### config.mk
export PLATFORM = sky130hd
export DESIGN_NAME = usb_fifo_bridge
export DESIGN_NICKNAME = d
export VERILOG_FILES = /design/src/rtl/bridge_pkg.sv /design/src/rtl/bridge_sync.sv /design/src/rtl/bridge_edge_fsm.sv /design/src/rtl/bridge_strobe_decode.sv /design/src/rtl/usb_fifo_bridge.sv
export SDC_FILE = /design/constraint.sdc
export NUM_CORES = 1
export LEC_CHECK = 0
export ABC_AREA = 1
export ABC_CLOCK_PERIOD_IN_PS = 1000
export BUFFER_PORTS_ARGS = -buffer_cell sky130_fd_sc_hd__buf_2
export CELL_PAD_IN_SITES_DETAIL_PLACEMENT = 1
export CELL_PAD_IN_SITES_GLOBAL_PLACEMENT = 2
export CORE_AREA = 2 2 67 81
export CTS_BUF_LIST = sky130_fd_sc_hd__clkbuf_8
export DETAILED_ROUTE_END_ITERATION = 8
export DIE_AREA = 0 0 69 83
export PLACE_DENSITY = 0.85
export SKIP_CTS_REPAIR_TIMING = 1
export SLEW_MARGIN = 10
export SYNTH_ARGS = -nofsm -noshare
export SYNTH_HDL_FRONTEND = slang
export SYNTH_SLANG_ARGS = --single-unit
export TNS_END_PERCENT = 10
### constraint.sdc
create_clock -name clk -period 1 [get_ports clk]
set_clock_uncertainty 0.05 [all_clocks]
set_input_delay 0.2 -clock clk [delete_from_list [all_inputs] [get_ports clk]]
set_output_delay 0.2 -clock clk [all_outputs]
set_load 0.05 [all_outputs]
### src/rtl/bridge_pkg.sv
package bridge_pkg;

    typedef enum logic [1:0] {
        EDGE_LOW   = 2'd0,
        EDGE_PULSE = 2'd1,
        EDGE_HIGH  = 2'd2
    } edge_state_t;

    typedef enum logic {
        ERR_CLEAR   = 1'b0,
        ERR_LATCHED = 1'b1
    } err_state_t;

    localparam int STATUS_FLAG_BITS = 4;

endpackage

### src/rtl/bridge_sync.sv
module bridge_sync #(
    parameter int WIDTH  = 5,
    parameter int STAGES = 2
) (
    input  logic             clk,
    input  logic             rst_n,
    input  logic [WIDTH-1:0] d,
    output logic [WIDTH-1:0] q
);
    logic [WIDTH-1:0] chain [STAGES];

    for (genvar g = 0; g < STAGES; g++) begin : g_stage
        if (g == 0) begin : g_first
            always_ff @(posedge clk or negedge rst_n) begin
                if (!rst_n) chain[g] <= '0;
                else        chain[g] <= d;
            end
        end else begin : g_next
            always_ff @(posedge clk or negedge rst_n) begin
                if (!rst_n) chain[g] <= '0;
                else        chain[g] <= chain[g-1];
            end
        end
    end

    assign q = chain[STAGES-1];
endmodule

### src/rtl/bridge_edge_fsm.sv
module bridge_edge_fsm
    import bridge_pkg::*;
(
    input  logic clk,
    input  logic rst_n,
    input  logic level_s,
    output logic pulse
);
    edge_state_t state_q, state_d;

    always_ff @(posedge clk or negedge rst_n) begin
        if (!rst_n) state_q <= EDGE_LOW;
        else        state_q <= state_d;
    end

    always_comb begin
        state_d = state_q;
        unique case (state_q)
            EDGE_LOW:   if (level_s) state_d = EDGE_PULSE;
            EDGE_PULSE: state_d = level_s ? EDGE_HIGH : EDGE_LOW;
            EDGE_HIGH:  if (!level_s) state_d = EDGE_LOW;
            default:    state_d = EDGE_LOW;
        endcase
    end

    always_comb begin
        pulse = (state_q == EDGE_PULSE);
    end

    assert_irq_single_R7: assert property (@(posedge clk) disable iff (!rst_n)
        pulse |=> !pulse);
    assert_irq_follows_rise_R7: assert property (@(posedge clk) disable iff (!rst_n)
        (level_s && !$past(level_s)) |=> pulse);
endmodule

### src/rtl/bridge_strobe_decode.sv
module bridge_strobe_decode
    import bridge_pkg::*;
#(
    parameter int          SEL_W      = 2,
    parameter logic [SEL_W-1:0] STATUS_SEL = 2'b10
) (
    input  logic             clk,
    input  logic             rst_n,
    input  logic             ce_n,
    input  logic             rd_n,
    input  logic             wr_n,
    input  logic [SEL_W-1:0] sel,
    input  logic             empty_s,
    input  logic             full_s,
    output logic             fifo_rd_n,
    output logic             fifo_wr_n,
    output logic             fifo_oe_n,
    output logic             is_status,
    output logic             err
);
    logic rd_req, wr_req, bad_try;
    err_state_t err_q, err_d;

    always_comb begin
        rd_req    = !ce_n && !rd_n;
        wr_req    = !ce_n && !wr_n;
        is_status = (sel == STATUS_SEL);
        fifo_rd_n = !(rd_req && !is_status && !empty_s);
        fifo_wr_n = !(wr_req && !is_status && !full_s);
        fifo_oe_n = !(rd_req && !is_status);
        bad_try   = !is_status && ((rd_req && empty_s) || (wr_req && full_s));
    end

    always_ff @(posedge clk or negedge rst_n) begin
        if (!rst_n) err_q <= ERR_CLEAR;
        else        err_q <= err_d;
    end

    always_comb begin
        err_d = err_q;
        unique case (err_q)
            ERR_CLEAR:   if (bad_try) err_d = ERR_LATCHED;
            ERR_LATCHED: err_d = ERR_LATCHED;
            default:     err_d = ERR_CLEAR;
        endcase
    end

    always_comb begin
        err = (err_q == ERR_LATCHED);
    end

    assert_rd_gated_R1: assert property (@(posedge clk) disable iff (!rst_n)
        !fifo_rd_n |-> (!ce_n && !rd_n));
    assert_wr_gated_R1: assert property (@(posedge clk) disable iff (!rst_n)
        !fifo_wr_n |-> (!ce_n && !wr_n));
    assert_no_wr_full_R5: assert property (@(posedge clk) disable iff (!rst_n)
        full_s |-> fifo_wr_n);
    assert_no_rd_empty_R5: assert property (@(posedge clk) disable iff (!rst_n)
        empty_s |-> fifo_rd_n);
    assert_err_sticky_R6: assert property (@(posedge clk) disable iff (!rst_n)
        err |=> err);
endmodule

### src/rtl/usb_fifo_bridge.sv
module usb_fifo_bridge
    import bridge_pkg::*;
#(
    parameter int               DATA_W      = 16,
    parameter int               SEL_W       = 2,
    parameter int               CMD_W       = 2,
    parameter int               SYNC_STAGES = 2,
    parameter logic [SEL_W-1:0] STATUS_SEL  = 2'b10
) (
    input  logic              clk,
    input  logic              rst_n,
    input  logic              proc_ce_n,
    input  logic              proc_rd_n,
    input  logic              proc_wr_n,
    input  logic [SEL_W-1:0]  proc_sel,
    input  logic [DATA_W-1:0] proc_dq_in,
    output logic [DATA_W-1:0] proc_dq_out,
    output logic              proc_dq_oe,
    input  logic [DATA_W-1:0] fifo_dq_in,
    output logic [DATA_W-1:0] fifo_dq_out,
    output logic              fifo_rd_n,
    output logic              fifo_wr_n,
    output logic              fifo_oe_n,
    output logic [SEL_W-1:0]  fifo_ep,
    input  logic              fifo_empty,
    input  logic              fifo_full,
    input  logic [CMD_W-1:0]  cmd_code,
    input  logic              cmd_ready,
    output logic              dsp_irq,
    output logic              err_flag
);
    localparam int SYNC_W = CMD_W + 3;
    localparam int PAD_W  = DATA_W - CMD_W - 2;

    logic [SYNC_W-1:0] raw_in, sync_out;
    logic              ready_s, full_s, empty_s, is_status;
    logic [CMD_W-1:0]  cmd_s;
    logic [DATA_W-1:0] status_word;

    assign raw_in = {cmd_ready, cmd_code, fifo_full, fifo_empty};
    assign {ready_s, cmd_s, full_s, empty_s} = sync_out;

    bridge_sync #(.WIDTH(SYNC_W), .STAGES(SYNC_STAGES)) u_sync (
        .clk(clk), .rst_n(rst_n), .d(raw_in), .q(sync_out)
    );

    bridge_edge_fsm u_edge (
        .clk(clk), .rst_n(rst_n), .level_s(ready_s), .pulse(dsp_irq)
    );

    bridge_strobe_decode #(.SEL_W(SEL_W), .STATUS_SEL(STATUS_SEL)) u_dec (
        .clk(clk), .rst_n(rst_n),
        .ce_n(proc_ce_n), .rd_n(proc_rd_n), .wr_n(proc_wr_n),
        .sel(proc_sel), .empty_s(empty_s), .full_s(full_s),
        .fifo_rd_n(fifo_rd_n), .fifo_wr_n(fifo_wr_n), .fifo_oe_n(fifo_oe_n),
        .is_status(is_status), .err(err_flag)
    );

    always_comb begin
        status_word = {{PAD_W{1'b0}}, cmd_s, full_s, empty_s};
        proc_dq_oe  = !proc_ce_n && !proc_rd_n;
        proc_dq_out = is_status ? status_word : fifo_dq_in;
        fifo_dq_out = proc_dq_in;
        fifo_ep     = proc_sel;
    end

    assert_oe_read_only_R4: assert property (@(posedge clk) disable iff (!rst_n)
        proc_dq_oe |-> (!proc_ce_n && !proc_rd_n));
    assert_status_quiet_R3: assert property (@(posedge clk) disable iff (!rst_n)
        (proc_sel == STATUS_SEL) |-> (fifo_rd_n && fifo_wr_n && fifo_oe_n));
endmodule

==> flow_metrics.env <==
export IMPL_setup_violations=21
export IMPL_syn_num_nets=132
export IMPL_grt_max_degree=14
export IMPL_final_max_slew_violation_count=0
export IMPL_final_common_cell="buf_2"
export IMPL_dieArea_mm2=0.00573
export IMPL_clkTransAtPathRegs_ns=0.05
export IMPL_synth_seq_cells=13
export IMPL_final_cell_mix="buf_2, inv_1, buf_6, nor2_4, dfrtp_1"
export IMPL_place_hpwl_um=1490
export IMPL_grtUsageTotal_pct=5.97
export IMPL_crit_path_top_delay_cell="dfrtp_1"
export IMPL_area_growth_pct=88.1
export IMPL_syn_inst=88
export IMPL_syn_avg_cell_area_um2=8.12
export IMPL_power_density_mw_per_mm2=1240
export IMPL_synth_top_area_share_pct=45.5
export IMPL_violations="setup timing"
export IMPL_synth_top_cell_by_area="dfrtp_1"
export IMPL_grt_pass1_wl_um=2830
export IMPL_vias=662
export IMPL_ys_seq_area_share_pct=45.5
export IMPL_first_iter_violations=2
export IMPL_yosysWarnings=0
export IMPL_final_period_utilization_pct=133
export IMPL_clock_sinks=13
export IMPL_drc=0
export IMPL_io_buffers=51
export IMPL_multiInputGateArea_um2=308
export IMPL_max_freq_mhz=751
export IMPL_start_util_pct=14.6
export IMPL_cts_tree="done"
export IMPL_cts_buffers=3
export IMPL_gp_congestion=0.696
export IMPL_dieWidth_um=69
export IMPL_antenna_found_initial=0
export IMPL_worstPathRequired_ns=0.75
export IMPL_yosysUniqueCellTypes=14
export IMPL_die_y_um=83
export IMPL_viasPerCell=3.43
export IMPL_drtPass1Iterations=4
export IMPL_grt_pass1_vias=670
export IMPL_power_w=0.00167
export IMPL_outcome="finished with violations"
export IMPL_avgRoutedWirePerCell_um=9.08
export IMPL_endpoint_kind="primary output"
export IMPL_p_leak_nw=0.673
export IMPL_cp_num_buf_inv=2
export IMPL_ir_worst_vdd_uv=747
export IMPL_diodes=0
export IMPL_cpPeakStageDelay_ns=0.37
export IMPL_tns_ns=-2.75
export IMPL_path_class="flop to primary output"
export IMPL_n_fill_cell=577
export IMPL_slew_headroom_pct=80.8
export IMPL_netlist_top_cells_area="dfrtp_1, buf_4, inv_1, nor2_1, nand2_1"
export IMPL_routed_wirelength_um=1750
export IMPL_maxCapViolations=0
export IMPL_tightest_slew_ns=0.287
export IMPL_crit_fanout=2
export IMPL_h_tree_depth=1
export IMPL_crit_chain="or2_4, clkinvlp_4, buf_8"
export IMPL_insertion_delay_ns=0.24
export IMPL_syn_area_um2=714
export IMPL_ant_nets=0
export IMPL_hold_viol_final=0
export IMPL_io_pins=84
export IMPL_hold_class="input pin to flop"
export IMPL_period_needed_ns=1.33
export IMPL_nNetsFinal=178
export IMPL_layout_drive_gt1_share_pct=66.9
export IMPL_regArea_um2=325
export IMPL_start_kind="flop"
export IMPL_fin_area_mm2=0.00134
export IMPL_crit_arrival_ns=1.08
export IMPL_grt_overflow_total=0
export IMPL_core_area_mm2=0.00490
export IMPL_cts_buffer_depth=2
export IMPL_placed_cell_area_mm2=0.00112
export IMPL_root_buffer="clkbuf_8"
export IMPL_row_count=28
export IMPL_rsz0062_at_grt="true"
export IMPL_path_delay_family="flip-flops"
export IMPL_worst_slack_ns=-0.331
==> Yosys cell counts (all sizes together) <==
library cell	count
a21oi	1
buf	20
dfrtp	13
inv	20
nand2	11
nand3	5
nor2	14
nor3	1
o21ai	2
or2	1
==> registers in the layout, summed over array words and instances (netlist names) <==
name	count
u_sync.chain	5
u_dec.err	1
u_edge.state_q	2
u_sync.q	5
==> power breakdown <==
| part | switching (W) | total (W) | leakage, nW | internal [W] |
|---|---|---|---|---|
| clock network | 0.000169 | 0.000438 | 0.0269 | 0.000270 |
| logic | 0.000399 | 0.000661 | 0.495 | 0.000263 |
| registers | 0.0000111 | 0.000568 | 0.151 | 0.000557 |
| total | 0.000578 | 0.00167 | 0.673 | 0.00109 |
==> worst reg2reg max path, cell delays in order, from the launching register on <==
cell and delay, ns:
dfrtp_1 0.37, or2_4 0.26, buf_4 0.14, a21oi_2 0.10
==> worst paths after layout <==
check	to	cells past startpoint	from	slack, ns
setup reg to reg	u_edge.state_q[1]	3	u_edge.state_q[1]	0.02
max in group asynchronous	u_dec.err	2	rst_n	0.35
hold / removal	u_sync.chain[8]	1	cmd_code[1]	0.01
min in group asynchronous	u_edge.state_q[1]	2	rst_n	0.32
setup / recovery	dsp_irq	3	u_edge.state_q[1]	-0.33
hold reg to reg	u_sync.q[2]	0	u_sync.chain[7]	0.29
==> routing by layer <==
metal / wire [µm] / part of all wire [%] / global-route usage [%]
met5: 0 / 0 / 0
met4: 29 / 1.7 / 3.39
met3: 144 / 8.2 / 1.21
met2: 990 / 56 / 11.2
met1: 589 / 34 / 6.00
==> metrics by stage <==
stage / hold slack [ns] / cells / utilization [%] / worst slack [ns]
floorplan: -0.146 / 88 / - / -0.0710
global placement: 0.0397 / 188 / 22.8 / -0.298
detailed placement: 0.0478 / 188 / 22.8 / -0.310
CTS: -0.209 / 192 / 23.7 / -0.447
global route: 0.00515 / 193 / 27.4 / -0.380
finish: 0.0134 / 193 / 27.4 / -0.331
==> cell type report <==
| type | instances | share of cell area, % |
|---|---|---|
| Multi-Input combinational cell | 35 | 22.9 |
| Clock inverter | 1 | 0.279 |
| Sequential cell | 13 | 24.2 |
| Timing Repair Buffer | 61 | 36.8 |
| Inverter | 20 | 7.17 |
| Clock buffer | 3 | 3.07 |
| Tap cell | 60 | 5.59 |
==> logic make-up (layout without fill, tap and decap cells) <==
kind of cell | after synthesis | count (layout) | synth area share [%]
buf+inv | 40 | 85 | 32.6
simple gates | 32 | 32 | 19.3
flops | 13 | 13 | 45.5
compound gates | 3 | 3 | 2.63
Power figures use the tool's default switching activity.
